<file path="src/rtl/llsc_pkg.sv">
package llsc_pkg;
  localparam logic OP_LL = 1'b0;
  localparam logic OP_SC = 1'b1;

  // address-matched cancel sources
  typedef enum int unsigned {
    KSRC_INV   = 0,
    KSRC_EVICT = 1,
    KSRC_NUM   = 2
  } ksrc_e;
endpackage

</file>
<file path="src/rtl/llsc_line_cmp.sv">
module llsc_line_cmp #(
  parameter int unsigned ADDR_W     = 32,
  parameter int unsigned LINE_OFF_W = 4,
  localparam int unsigned TAG_W     = ADDR_W - LINE_OFF_W
) (
  input  logic              en_i,
  input  logic [ADDR_W-1:0] addr_i,
  input  logic [TAG_W-1:0]  tag_i,
  output logic              hit_o
);
  assign hit_o = en_i && (addr_i[ADDR_W-1:LINE_OFF_W] == tag_i);
endmodule

</file>
<file path="src/rtl/llsc_resv_reg.sv">
module llsc_resv_reg #(
  parameter int unsigned TAG_W = 28
) (
  input  logic             clk_i,
  input  logic             rst_ni,
  input  logic             ll_i,
  input  logic             sc_i,
  input  logic [TAG_W-1:0] req_tag_i,
  input  logic             kill_i,
  output logic             resv_valid_o,
  output logic [TAG_W-1:0] resv_tag_o,
  output logic [TAG_W-1:0] cand_tag_o
);
  logic             valid_q;
  logic [TAG_W-1:0] tag_q;
  logic             cand_valid;

  // a load-linked presents its line to the cancel comparators in the same cycle
  assign cand_tag_o = ll_i ? req_tag_i : tag_q;
  assign cand_valid = ll_i || valid_q;

  always_ff @(posedge clk_i or negedge rst_ni) begin
    if (!rst_ni) begin
      valid_q <= 1'b0;
      tag_q   <= '0;
    end else begin
      valid_q <= cand_valid && !kill_i && !sc_i;
      tag_q   <= cand_tag_o;
    end
  end

  assign resv_valid_o = valid_q;
  assign resv_tag_o   = tag_q;
endmodule

</file>
<file path="src/rtl/llsc_sc_resp.sv">
module llsc_sc_resp #(
  parameter int unsigned ADDR_W = 32,
  parameter int unsigned DATA_W = 32
) (
  input  logic              clk_i,
  input  logic              rst_ni,
  input  logic              sc_i,
  input  logic              ok_i,
  input  logic [ADDR_W-1:0] addr_i,
  input  logic [DATA_W-1:0] data_i,
  output logic              st_en_o,
  output logic [ADDR_W-1:0] st_addr_o,
  output logic [DATA_W-1:0] st_data_o,
  output logic              result_valid_o,
  output logic [DATA_W-1:0] result_o
);
  always_ff @(posedge clk_i or negedge rst_ni) begin
    if (!rst_ni) begin
      st_en_o        <= 1'b0;
      st_addr_o      <= '0;
      st_data_o      <= '0;
      result_valid_o <= 1'b0;
      result_o       <= '0;
    end else begin
      st_en_o        <= sc_i && ok_i;
      result_valid_o <= sc_i;
      if (sc_i) begin
        st_addr_o <= addr_i;
        st_data_o <= data_i;
        result_o  <= DATA_W'(ok_i);
      end
    end
  end
endmodule

</file>
<file path="src/rtl/llsc_monitor.sv">
module llsc_monitor
  import llsc_pkg::*;
#(
  parameter int unsigned ADDR_W     = 32,
  parameter int unsigned DATA_W     = 32,
  parameter int unsigned LINE_OFF_W = 4
) (
  input  logic              clk_i,
  input  logic              rst_ni,
  input  logic              req_valid_i,
  input  logic              req_op_i,
  input  logic [ADDR_W-1:0] req_addr_i,
  input  logic [DATA_W-1:0] req_data_i,
  input  logic              inv_valid_i,
  input  logic [ADDR_W-1:0] inv_addr_i,
  input  logic              evict_valid_i,
  input  logic [ADDR_W-1:0] evict_addr_i,
  input  logic              ctx_switch_i,
  output logic              st_en_o,
  output logic [ADDR_W-1:0] st_addr_o,
  output logic [DATA_W-1:0] st_data_o,
  output logic              result_valid_o,
  output logic [DATA_W-1:0] result_o
);
  localparam int unsigned TAG_W = ADDR_W - LINE_OFF_W;
  localparam int unsigned NSRC  = KSRC_NUM;

  logic             is_ll, is_sc;
  logic [TAG_W-1:0] req_tag, resv_tag, cand_tag;
  logic             resv_valid;
  logic             kill, sc_ok;
  logic [NSRC-1:0]  src_en, src_hit;
  logic [ADDR_W-1:0] src_addr [NSRC];

  assign is_ll   = req_valid_i && (req_op_i == OP_LL);
  assign is_sc   = req_valid_i && (req_op_i == OP_SC);
  assign req_tag = req_addr_i[ADDR_W-1:LINE_OFF_W];

  assign src_en[KSRC_INV]     = inv_valid_i;
  assign src_addr[KSRC_INV]   = inv_addr_i;
  assign src_en[KSRC_EVICT]   = evict_valid_i;
  assign src_addr[KSRC_EVICT] = evict_addr_i;

  for (genvar g = 0; g < NSRC; g++) begin : g_kill
    llsc_line_cmp #(
      .ADDR_W    (ADDR_W),
      .LINE_OFF_W(LINE_OFF_W)
    ) u_cmp (
      .en_i  (src_en[g]),
      .addr_i(src_addr[g]),
      .tag_i (cand_tag),
      .hit_o (src_hit[g])
    );
  end

  // cancel events win over a same-cycle request
  assign kill  = (|src_hit) || ctx_switch_i;
  assign sc_ok = resv_valid && (req_tag == resv_tag) && !kill;

  llsc_resv_reg #(
    .TAG_W(TAG_W)
  ) u_resv (
    .clk_i       (clk_i),
    .rst_ni      (rst_ni),
    .ll_i        (is_ll),
    .sc_i        (is_sc),
    .req_tag_i   (req_tag),
    .kill_i      (kill),
    .resv_valid_o(resv_valid),
    .resv_tag_o  (resv_tag),
    .cand_tag_o  (cand_tag)
  );

  llsc_sc_resp #(
    .ADDR_W(ADDR_W),
    .DATA_W(DATA_W)
  ) u_resp (
    .clk_i         (clk_i),
    .rst_ni        (rst_ni),
    .sc_i          (is_sc),
    .ok_i          (sc_ok),
    .addr_i        (req_addr_i),
    .data_i        (req_data_i),
    .st_en_o       (st_en_o),
    .st_addr_o     (st_addr_o),
    .st_data_o     (st_data_o),
    .result_valid_o(result_valid_o),
    .result_o      (result_o)
  );
endmodule

</file>
<file path="config.mk">
export PLATFORM = sky130hd
export DESIGN_NAME = llsc_monitor
export DESIGN_NICKNAME = d
export VERILOG_FILES = /design/src/rtl/llsc_pkg.sv /design/src/rtl/llsc_line_cmp.sv /design/src/rtl/llsc_resv_reg.sv /design/src/rtl/llsc_sc_resp.sv /design/src/rtl/llsc_monitor.sv
export SDC_FILE = /design/constraint.sdc
export NUM_CORES = 1
export LEC_CHECK = 0
export BUFFER_PORTS_ARGS = -buffer_cell sky130_fd_sc_hd__buf_4
export CAP_MARGIN = 25
export CORE_AREA = 4 4 110 112
export DETAILED_ROUTE_END_ITERATION = 8
export DIE_AREA = 0 0 114 116
export PLACE_DENSITY = 0.81
export SLEW_MARGIN = 20
export SYNTH_ARGS = -nofsm -noshare
export SYNTH_HDL_FRONTEND = slang
export SYNTH_HIERARCHICAL = 1
export SYNTH_SLANG_ARGS = --single-unit
</file>
<file path="constraint.sdc">
create_clock -name clk_i -period 2.95 [get_ports clk_i]
set_clock_uncertainty 0.15 [all_clocks]
set_input_delay 0.59 -clock clk_i [delete_from_list [all_inputs] [get_ports clk_i]]
set_output_delay 0.59 -clock clk_i [all_outputs]
set_load 0.005 [all_outputs]
</file>
==> metrics.txt <==
Critical Path, Cell by Cell buf_8 > nor2b_4 > buf_8 > mux2_2 > xor2_1 > nor4_2 > nand4_1 > nor4_2 > or3_4 > nor4_2 > nand4_1 > nor4_2 > mux2_2; largest net degree at the start of global routing 50; share of layout cells above drive strength 1 0.5968; CTS Buffer Depth 2; Remaining Overflow, GRT 0; antenna violations before repair 0; via-per-instance ratio 4.805; PortBufs 193; antenna viol nets, final 0; Worst EP required 3.08 ns; register area share after synthesis 0.4868; Synth Instances ~350; max-slew violations 0; most common cell after layout, fill and taps aside buf_4; routed via count about 3.4k; VDD IR max about 330 uV; Critical Path End Type flop; CORE AREA roughly 11000 um^2; HPWL Detailed about 9.6 mm; Data arrival, critical path around 3.1 ns; startpoint type of the worst setup path input port; number of global-route vias before repair ~3.7k; Fillers between 800 and 900; final period demand of the worst path between 2 and 3 ns; PD cells around 550 nW/um^2; htree depth 3; final setup vio count 2; IO Pins approximately 230; RSZ-0062 raised after global routing true; CP Class input port to flop; CP max-delay cell mux2_2; nets between 600 and 700; overall routed net length between 10 and 15 mm; Yosys cell types 18; detailed router's first-iteration violation count just over 90; Synthesis Warnings 6; CTS Buf Count 9; most frequent cells in the layout buf_4 (198), dfrtp_1 (96), mux2_4 (61); Cell Rows 39; Sink Count 96; CTS tree done; Clock transition at path regs roughly 0.070 ns; FF+latch count, synth between 90 and 100; Least-Margin Pin Slew 0.6416 ns; Fin Hold WS ~0.12 ns; clk root buf clkbuf_16; crit-path max cell delay 0.39 ns; Placer Congestion 0.8387; area grow syn2layout 41.81%; die span in y approximately 120 um; setup ws final -0.04620 ns; GRT Total Usage 0.1825; status finished with violations; Wirelength per Cell 17.59 um; # diodes 0; first-pass GRT wire length 18.84 mm; Residual DRC 0; fin crit share 1.016; CP max FO 8; violated checks negative setup slack; Rel. slew slack 0.5723; fmax roughly 0.33 GHz; Max-Cap Viols 0; worst hold path type input port to asynchronous set/reset pin; Post-Syn Area per Cell roughly 14 um^2; final hold viol count 0; chip width 114 um; cell mode on critical path nor4_2; leakage dissipation around 3.3 nW; mapped cell area between 4000 and 5000 um^2; clk_lat worst skew around 0.33 ns; CTS Hold Bufs 0; drt pass-1 iters 4; DIE AREA about 13000 um^2; final setup TNS -0.07145 ns; Initial Util 0.4397
==> registers in the layout (all words and copies together), names as in the netlist <==
name / cells
u_resp/st_en_o: 1
u_resp/result_o: 1
u_resp/result_valid_o: 1
u_resv/resv_tag_o: 28
u_resv/resv_valid_o: 1
u_resp/st_data_o: 32
u_resp/st_addr_o: 32
==> worst paths after layout <==
| kind | startpoint | to | slack, ns | depth (start not counted) |
|---|---|---|---|---|
| hold reg to reg | u_resp/st_addr_o[29] | u_resp/st_addr_o[29] | 0.36 | 1 |
| setup / recovery | req_op_i | u_resp/result_o[0] | -0.05 | 13 |
| setup reg to reg | u_resv/resv_tag_o[13] | u_resp/result_o[0] | 0.39 | 10 |
| min in group clk_i | req_addr_i[2] | u_resp/st_addr_o[2] | 0.34 | 2 |
| hold / removal | rst_ni | u_resp/st_data_o[17] | 0.12 | 1 |
| max in group asynchronous | rst_ni | u_resp/st_data_o[9] | 1.83 | 2 |
==> cells by family (layout without fill, tap and decap cells) <==
group         after synthesis  count (layout)  synth area share
buf+inv                    41             223           0.06618
mux                        93              93            0.2487
simple gates               36              36           0.04843
flops                      96              96            0.4868
xor+xnor                   84              84            0.1491
other cells                 1              31         0.0007599
==> cells in the mapped netlist (all sizes together) <==
| master | number | share of area |
|---|---|---|
| or3 | 1 | 0.0023 |
| dfrtp | 96 | 0.49 |
| buf | 41 | 0.066 |
| nand4 | 9 | 0.011 |
| nor3 | 3 | 0.0030 |
| xnor2 | 27 | 0.048 |
| xor2 | 57 | 0.10 |
| and2 | 2 | 0.0025 |
| nor4 | 16 | 0.024 |
| conb | 1 | 0.00076 |
| mux2 | 93 | 0.25 |
| nor2b | 1 | 0.0013 |
| nand3 | 3 | 0.0030 |
| nor2 | 1 | 0.00076 |
==> metal layers <==
layer  GRT usage  routed length (um)  share of wire
met1      0.2224                4851           0.39
met4     0.06730                 273          0.022
met2      0.3165                6323           0.51
met3     0.04282                 970          0.078
met5           0                   0              0
==> report_power, final <==
part / switching, mW / total, mW / internal, mW / leakage [nW]
logic: 0.412 / 1.06 / 0.645 / 2.06
registers: 0.116 / 1.62 / 1.51 / 1.13
clock network: 0.479 / 1.16 / 0.679 / 0.145
total: 1.01 / 3.84 / 2.83 / 3.34
==> timing repair <==
action                                  CTS  global route
cloned                                    0             1
buffers inserted                          1             6
pin swaps                                 0             3
endpoints found under the setup margin    2             2
resized for setup                         2            33
==> critical path, delay by kind of cell <==
kind          cells  cell delay (ns)
buf+inv           2             0.28
simple gates      8             1.42
xor+xnor          1             0.23
mux               2             0.59
==> stage by stage <==
step / utilization / setup slack, ns / total power, mW / instances / instance area, um^2
6_report: 0.6235 / -0.04620 / 3.837 / 706 / 6998
5_1_grt: 0.6235 / -0.2041 / 4.027 / 706 / 6998
4_1_cts: 0.6028 / -0.03432 / 3.812 / 700 / 6765
3_5_place_dp: 0.5746 / -0.4288 / 2.641 / 683 / 6449
3_3_place_gp: 0.5746 / -0.2961 / 2.606 / 683 / 6449
2_1_floorplan: - / 0.03709 / 2.170 / 381 / 5054
==> area by class of cell <==
type,instances,area (um^2),share of cell area
multi-input cells,244,2482,0.3547
flip-flops and latches,96,2402,0.3433
repair buffers,207,1635,0.2337
clock buffers,11,242.7,0.03469
well taps,143,178.9,0.02557
clock inverters,5,56.30,0.008046
No activity file was read; power rests on OpenSTA's default activity.
